### src/rtl/baud_pkg.sv
package baud_pkg;
   typedef enum logic [1:0] {
      REG_MODE = 2'd0,
      REG_DIV  = 2'd1,
      REG_SAMP = 2'd2,
      REG_NONE = 2'd3
   } reg_sel_e;

   // terminal count of the power-of-four prescaler for select value c
   function automatic int unsigned pre_term(input int unsigned c);
      return (32'd1 << (2 * c + 1)) - 32'd1;
   endfunction
endpackage

### src/rtl/baud_regs.sv
module baud_regs
   import baud_pkg::*;
#(
   parameter int ADDR_W      = 2,
   parameter int DATA_W      = 16,
   parameter int CKS_W       = 2,
   parameter int DIV_W       = 8,
   parameter int SCNT_W      = 5,
   parameter int SR_EN_BIT   = 15,
   parameter int SR_MIN      = 8,
   parameter int SR_FIXED    = 16,
   parameter int DIV_RESET   = 255,
   parameter int FLD_RESET   = 15,
   parameter bit PROG_SAMPLE = 1'b1
) (
   input  logic              clk,
   input  logic              rst_n,
   input  logic              wr_en,
   input  logic [ADDR_W-1:0] wr_addr,
   input  logic [DATA_W-1:0] wr_data,
   output logic [CKS_W-1:0]  cks,
   output logic [DIV_W-1:0]  divisor,
   output logic [SCNT_W-1:0] sr_last,
   output logic              restart
);
   localparam logic [SCNT_W-1:0] LAST_MIN   = SCNT_W'(SR_MIN - 1);
   localparam logic [SCNT_W-1:0] LAST_FIXED = SCNT_W'(SR_FIXED - 1);

   logic              hit_mode, hit_div, hit_samp;
   logic              samp_en_q;
   logic [SCNT_W-1:0] samp_fld_q;

   assign hit_mode = wr_en && (wr_addr == ADDR_W'(REG_MODE));
   assign hit_div  = wr_en && (wr_addr == ADDR_W'(REG_DIV));
   assign hit_samp = wr_en && (wr_addr == ADDR_W'(REG_SAMP));
   assign restart  = hit_mode | hit_div | hit_samp;

   always_ff @(posedge clk) begin
      if (!rst_n) begin
         cks        <= '0;
         divisor    <= DIV_W'(DIV_RESET);
         samp_en_q  <= 1'b0;
         samp_fld_q <= SCNT_W'(FLD_RESET);
      end else begin
         if (hit_mode) cks     <= wr_data[CKS_W-1:0];
         if (hit_div)  divisor <= wr_data[DIV_W-1:0];
         if (hit_samp) begin
            samp_en_q  <= wr_data[SR_EN_BIT];
            samp_fld_q <= wr_data[SCNT_W-1:0];
         end
      end
   end

   generate
      if (PROG_SAMPLE) begin : g_prog
         always_comb begin
            if (!samp_en_q)                  sr_last = LAST_FIXED;
            else if (samp_fld_q < LAST_MIN)  sr_last = LAST_MIN;
            else                             sr_last = samp_fld_q;
         end
      end else begin : g_fixed
         assign sr_last = LAST_FIXED;
         logic unused_samp;
         assign unused_samp = samp_en_q ^ (^samp_fld_q);
      end
   endgenerate
endmodule

### src/rtl/baud_prescale.sv
module baud_prescale
   import baud_pkg::*;
#(
   parameter int CKS_W = 2
) (
   input  logic             clk,
   input  logic             rst_n,
   input  logic             clear,
   input  logic [CKS_W-1:0] cks,
   output logic             pre_wrap
);
   localparam int NSEL  = 2 ** CKS_W;
   localparam int PRE_W = 2 * (NSEL - 1) + 1;

   logic [PRE_W-1:0] term_tab [NSEL];
   logic [PRE_W-1:0] cnt_q;
   logic [PRE_W-1:0] term;

   generate
      for (genvar i = 0; i < NSEL; i++) begin : g_term
         assign term_tab[i] = PRE_W'(pre_term(i));
      end
   endgenerate

   assign term     = term_tab[cks];
   assign pre_wrap = (cnt_q == term);

   always_ff @(posedge clk) begin
      if (!rst_n || clear)  cnt_q <= '0;
      else if (pre_wrap)    cnt_q <= '0;
      else                  cnt_q <= cnt_q + 1'b1;
   end
endmodule

### src/rtl/baud_reload.sv
module baud_reload #(
   parameter int DIV_W = 8
) (
   input  logic             clk,
   input  logic             rst_n,
   input  logic             clear,
   input  logic             pre_wrap,
   input  logic [DIV_W-1:0] divisor,
   output logic             samp_tick
);
   logic [DIV_W-1:0] cnt_q;
   logic             at_end;

   assign at_end    = (cnt_q == divisor);
   assign samp_tick = pre_wrap && at_end;

   always_ff @(posedge clk) begin
      if (!rst_n || clear) cnt_q <= '0;
      else if (pre_wrap)   cnt_q <= at_end ? '0 : cnt_q + 1'b1;
   end
endmodule

### src/rtl/baud_sampler.sv
module baud_sampler #(
   parameter int SCNT_W = 5
) (
   input  logic              clk,
   input  logic              rst_n,
   input  logic              clear,
   input  logic              samp_tick,
   input  logic [SCNT_W-1:0] sr_last,
   output logic              bit_tick,
   output logic              mid_tick
);
   logic [SCNT_W-1:0] cnt_q;
   logic [SCNT_W:0]   mid_idx;
   logic              at_last;

   assign mid_idx  = ({1'b0, sr_last} + 1'b1) >> 1;
   assign at_last  = (cnt_q == sr_last);
   assign bit_tick = samp_tick && at_last;
   assign mid_tick = samp_tick && ({1'b0, cnt_q} == mid_idx);

   always_ff @(posedge clk) begin
      if (!rst_n || clear) cnt_q <= '0;
      else if (samp_tick)  cnt_q <= at_last ? '0 : cnt_q + 1'b1;
   end
endmodule

### src/rtl/baud_gen.sv
module baud_gen #(
   parameter int CKS_W       = 2,
   parameter int DIV_W       = 8,
   parameter int SR_MIN      = 8,
   parameter int SR_MAX      = 32,
   parameter int SR_FIXED    = 16,
   parameter int SR_EN_BIT   = 15,
   parameter int DIV_RESET   = 255,
   parameter int FLD_RESET   = 15,
   parameter bit PROG_SAMPLE = 1'b1
) (
   input  logic        clk,
   input  logic        rst_n,
   input  logic        wr_en,
   input  logic [1:0]  wr_addr,
   input  logic [15:0] wr_data,
   input  logic        resync,
   output logic        sample_tick,
   output logic        bit_tick,
   output logic        mid_tick
);
   localparam int ADDR_W = 2;
   localparam int DATA_W = 16;
   localparam int SCNT_W = $clog2(SR_MAX);

   generate
      if (SR_MIN < 4 || SR_MIN > SR_MAX) begin : g_bad_min
         $error("baud_gen: SR_MIN out of range");
      end
      if (SR_FIXED < SR_MIN || SR_FIXED > SR_MAX) begin : g_bad_fixed
         $error("baud_gen: SR_FIXED out of range");
      end
      if (SR_EN_BIT >= DATA_W || SR_EN_BIT < SCNT_W) begin : g_bad_en
         $error("baud_gen: enable bit overlaps field or exceeds data width");
      end
      if (DIV_W > DATA_W || CKS_W > 3) begin : g_bad_w
         $error("baud_gen: divisor or select width too wide");
      end
   endgenerate

   logic [CKS_W-1:0]  cks;
   logic [DIV_W-1:0]  divisor;
   logic [SCNT_W-1:0] sr_last;
   logic              restart, clear, pre_wrap;

   assign clear = restart | resync;

   baud_regs #(
      .ADDR_W(ADDR_W), .DATA_W(DATA_W), .CKS_W(CKS_W), .DIV_W(DIV_W),
      .SCNT_W(SCNT_W), .SR_EN_BIT(SR_EN_BIT), .SR_MIN(SR_MIN),
      .SR_FIXED(SR_FIXED), .DIV_RESET(DIV_RESET), .FLD_RESET(FLD_RESET),
      .PROG_SAMPLE(PROG_SAMPLE)
   ) u_regs (
      .clk(clk), .rst_n(rst_n), .wr_en(wr_en), .wr_addr(wr_addr),
      .wr_data(wr_data), .cks(cks), .divisor(divisor), .sr_last(sr_last),
      .restart(restart)
   );

   baud_prescale #(.CKS_W(CKS_W)) u_pre (
      .clk(clk), .rst_n(rst_n), .clear(clear), .cks(cks), .pre_wrap(pre_wrap)
   );

   baud_reload #(.DIV_W(DIV_W)) u_rld (
      .clk(clk), .rst_n(rst_n), .clear(clear), .pre_wrap(pre_wrap),
      .divisor(divisor), .samp_tick(sample_tick)
   );

   baud_sampler #(.SCNT_W(SCNT_W)) u_smp (
      .clk(clk), .rst_n(rst_n), .clear(clear), .samp_tick(sample_tick),
      .sr_last(sr_last), .bit_tick(bit_tick), .mid_tick(mid_tick)
   );
endmodule

### config.mk
export PLATFORM = sky130hd
export DESIGN_NAME = baud_gen
export DESIGN_NICKNAME = d
export VERILOG_FILES = /design/src/rtl/baud_pkg.sv /design/src/rtl/baud_regs.sv /design/src/rtl/baud_prescale.sv /design/src/rtl/baud_reload.sv /design/src/rtl/baud_sampler.sv /design/src/rtl/baud_gen.sv
export SDC_FILE = /design/constraint.sdc
export NUM_CORES = 1
export LEC_CHECK = 0
export ABC_AREA = 1
export ABC_CLOCK_PERIOD_IN_PS = 2100
export BUFFER_PORTS_ARGS = -buffer_cell sky130_fd_sc_hd__buf_2
export CAP_MARGIN = 20
export CORE_ASPECT_RATIO = 1.4
export CORE_UTILIZATION = 58
export CTS_CLUSTER_DIAMETER = 200
export DETAILED_ROUTE_END_ITERATION = 8
export GPL_TIMING_DRIVEN = 0
export PLACE_DENSITY_LB_ADDON = 0.2
export SLEW_MARGIN = 15
export SYNTH_ARGS = -nofsm -noshare
export SYNTH_HDL_FRONTEND = slang
export SYNTH_SLANG_ARGS = --single-unit
### constraint.sdc
create_clock -name clk -period 2.1 [get_ports clk]
set_clock_uncertainty 0.05 [all_clocks]
set_input_delay 0.105 -clock clk [delete_from_list [all_inputs] [get_ports clk]]
set_output_delay 0.105 -clock clk [all_outputs]
set_load 0.01 [all_outputs]
==> results.ini <==
[detailed_routing]
num_vias = 2029
dr.pass1.iters = 4
route.detailed.drc = 0
wl_per_cell_um = 13.0
routed_wl_um = 5020
via_per_inst = 5.27
drtIter0Drc = 70
ant_nets = 0

[yosys]
yosysTopAreaCellShare_pct = 33.9
yosys-mux-area-fraction_pct = 0
synthesis.area_um2 = 2120
synth_compound_area_share_pct = 8.31
syn_inst = 314
postSynthAreaPerCell_um2 = 6.76
synth_top_area_cell = dfxtp_1
netlist_top_cells_area = dfxtp_1 (34%), nand2_1 (15%), nand3_1 (7.8%)
yosysWarnings = 0
mappedNetlistNets = 340
synth_top_family_by_area = simple AND/OR/NAND/NOR gates
seq_area_frac_synth_pct = 33.9
synthSimpleGateAreaFrac_pct = 36.8
synth_xor_area_share_pct = 9.31
synthAdderAreaFrac_pct = 2.36
ys_types = 29
synth_seq_cells = 36

[setup_path]
r2r_start = u_rld.cnt_q[2]
rrSetupSlack_ns = 0.44
worstRegToRegCells = 10
crit_path_max_incr_delay_ns = 0.40
cpMostUsedCell = nor2_1
path_class = reg -> out
cp_cell_sequence = inv_1, nand2_2, nand3_2, xnor3_1, nor2_1, nand3_1, nor2_1, buf_2
end_kind = output pin
crit_slowest_cell = xnor3_1
worstPathRequired_ns = 1.95
startpoint_type = flip-flop
arrival_ns = 1.80
crit_fanout = 5
reg2reg_to = u_rld.cnt_q[2]

[global_route]
grt_usage_pct = 27.5
overflow = 0
grt_max_degree = 12
grt_pass1_wl_um = 7730
antenna_found_initial = 0
first_global_vias = 1850

[final_layout]
num_antenna_cells = 0
post-route-util_pct = 71.6
multi_input_area_um2 = 1230
num-fill-cells = 305
layout-drive-gt1-share_pct = 17.1
area_delta_synth_final_pct = 16.0
ff_latch_area_um2 = 732
nets = 370

[timing]
maxSlewHeadroom_pct = 69.7
post-route-period-util_pct = 93.0
finalSetupViolCount = 0
max_freq_mhz = 512
min_period_ns = 1.95
hold_viol = 1
worstMarginPinSlew_ns = 0.452
slew_viol_final = 0
hold_ws_ns = -0.00000214

[hold_path]
min_delay_worst_endpoint = u_regs.divisor[1]
hold_start = wr_data[1]
holdPathStages = 3
hold_class = in -> reg

[status]
outcome = complete, but fails checks
violations = hold timing

[run]
drv_cap = 0

[power_and_ir_drop]
fin_total_pwr_uw = 1450
p_leak_uw = 0.00111
ir_drop_mv = 0.670
cellPowerDensity_nw_per_um2 = 590

[clock_tree]
cts-root-buf = clkbuf_8
cts_buffers = 5
clk_path_buf_depth = 2
cts_tree = yes
cts_sinks = 36
clk_pin_slew_ns = 0.07
clock_latency_ns = 0.29
cts-htree-levels = 2

[floorplanning]
die_h_um = 73.6
die_x_um = 53.1
die-area_um2 = 3910
rows = 25
coreArea_um2 = 3440
initial_core_util_pct = 61.7
num_io_pins = 25

[place]
place_congestion = 0.907
io_buffers = 16
hpwl_um = 3530

metal layers:
metal,global-route usage [%],routed length (um),vias to the layer above
li1,-,-,1060
met1,27.1,1960,922
met2,54.0,2800,37
met3,3.73,160,10
met4,12.3,102,0
met5,0,0,-
flip-flops by register name (all words and copies together) (netlist names):
name,count
u_pre.cnt_q,7
u_regs.cks,2
u_regs.divisor,8
u_regs.samp_en_q,1
u_regs.samp_fld_q,5
u_rld.cnt_q,8
u_smp.cnt_q,5
logic make-up after synthesis:
logic type	count (synthesis)
and+or+nand+nor	174
AOI/OAI and AO/OA	30
buffers and inverters	49
xor gates and xnor gates	21
adders and majority gates	4
DFF	36
power by group:
part	switching (uW)	internal, uW	total (uW)
combinational	79.4	53.9	133
clock	251	352	603
sequential	16.9	700	717
cell type report:
type	count	area share, %
timing repair buffer	23	5.79
tap	40	2.03
clock inverter	2	1.42
multi-input combinational	229	50.1
buffer	6	1.42
sequential	36	29.7
inverter	43	6.55
clock buffer	6	2.95
critical path, delay by kind of cell (launching register included):
family,cells,cell delay [ns]
XOR/XNOR,1,0.40
flip-flops,1,0.38
buffers and inverters,2,0.21
AND/OR/NAND/NOR,5,0.51
cell usage after synthesis (all sizes together):
library cell,instances
o211ai,4
o21bai,1
a21o,1
clkbuf,5
nand2,89
nor3,8
xnor2,7
dfxtp,36
nand4,6
buf,1
inv,42
ha,4
nand3,35
a21oi,14
o21ai,10
xor2,13
xnor3,1
clkinv,1
nor2,35
nor3b,1
repair_timing:
| action | 4_1_cts | 5_1_grt |
|---|---|---|
| endpoints found under the setup margin | 1 | 2 |
| pin swaps | 2 | 5 |
| buffers inserted | 1 | 2 |
| hold endpoints to repair | 4 | 0 |
| hold buffers | 4 | 0 |
| resized for setup | 4 | 12 |
how the worst max path moves through the flow:
stage / start / end / slack (ns)
after floorplan: u_regs.samp_en_q / mid_tick / 0.40
after global placement: u_regs.samp_en_q / mid_tick / 0.17
after detailed placement: u_regs.samp_en_q / mid_tick / 0.13
after CTS: u_rld.cnt_q[3] / mid_tick / 0.06
after global routing: u_rld.cnt_q[2] / bit_tick / -0.004
final: u_regs.samp_fld_q[4] / mid_tick / 0.15
per-stage QoR:
step                setup TNS, ns  worst slack (ns)  instances  area (um2)
floorplan                       0             0.399        314        2120
global placement                0             0.170        370        2250
detailed placement              0             0.132        370        2250
CTS                             0            0.0587        383        2420
global route             -0.00442          -0.00442        385        2460
finish                          0             0.147        385        2460
layout by cell type (no fill, tap or decap), types with 6 or more instances in the layout:
cell type,n
buf_2,16
a21oi_1,14
o21ai_0,8
nor2_1,29
nand4_1,6
nand2_1,84
nand3_1,32
inv_1,39
nor3_1,8
dfxtp_1,29
xnor2_1,7
dfxtp_2,6
xor2_1,13
(Power assumes the default switching activity.)
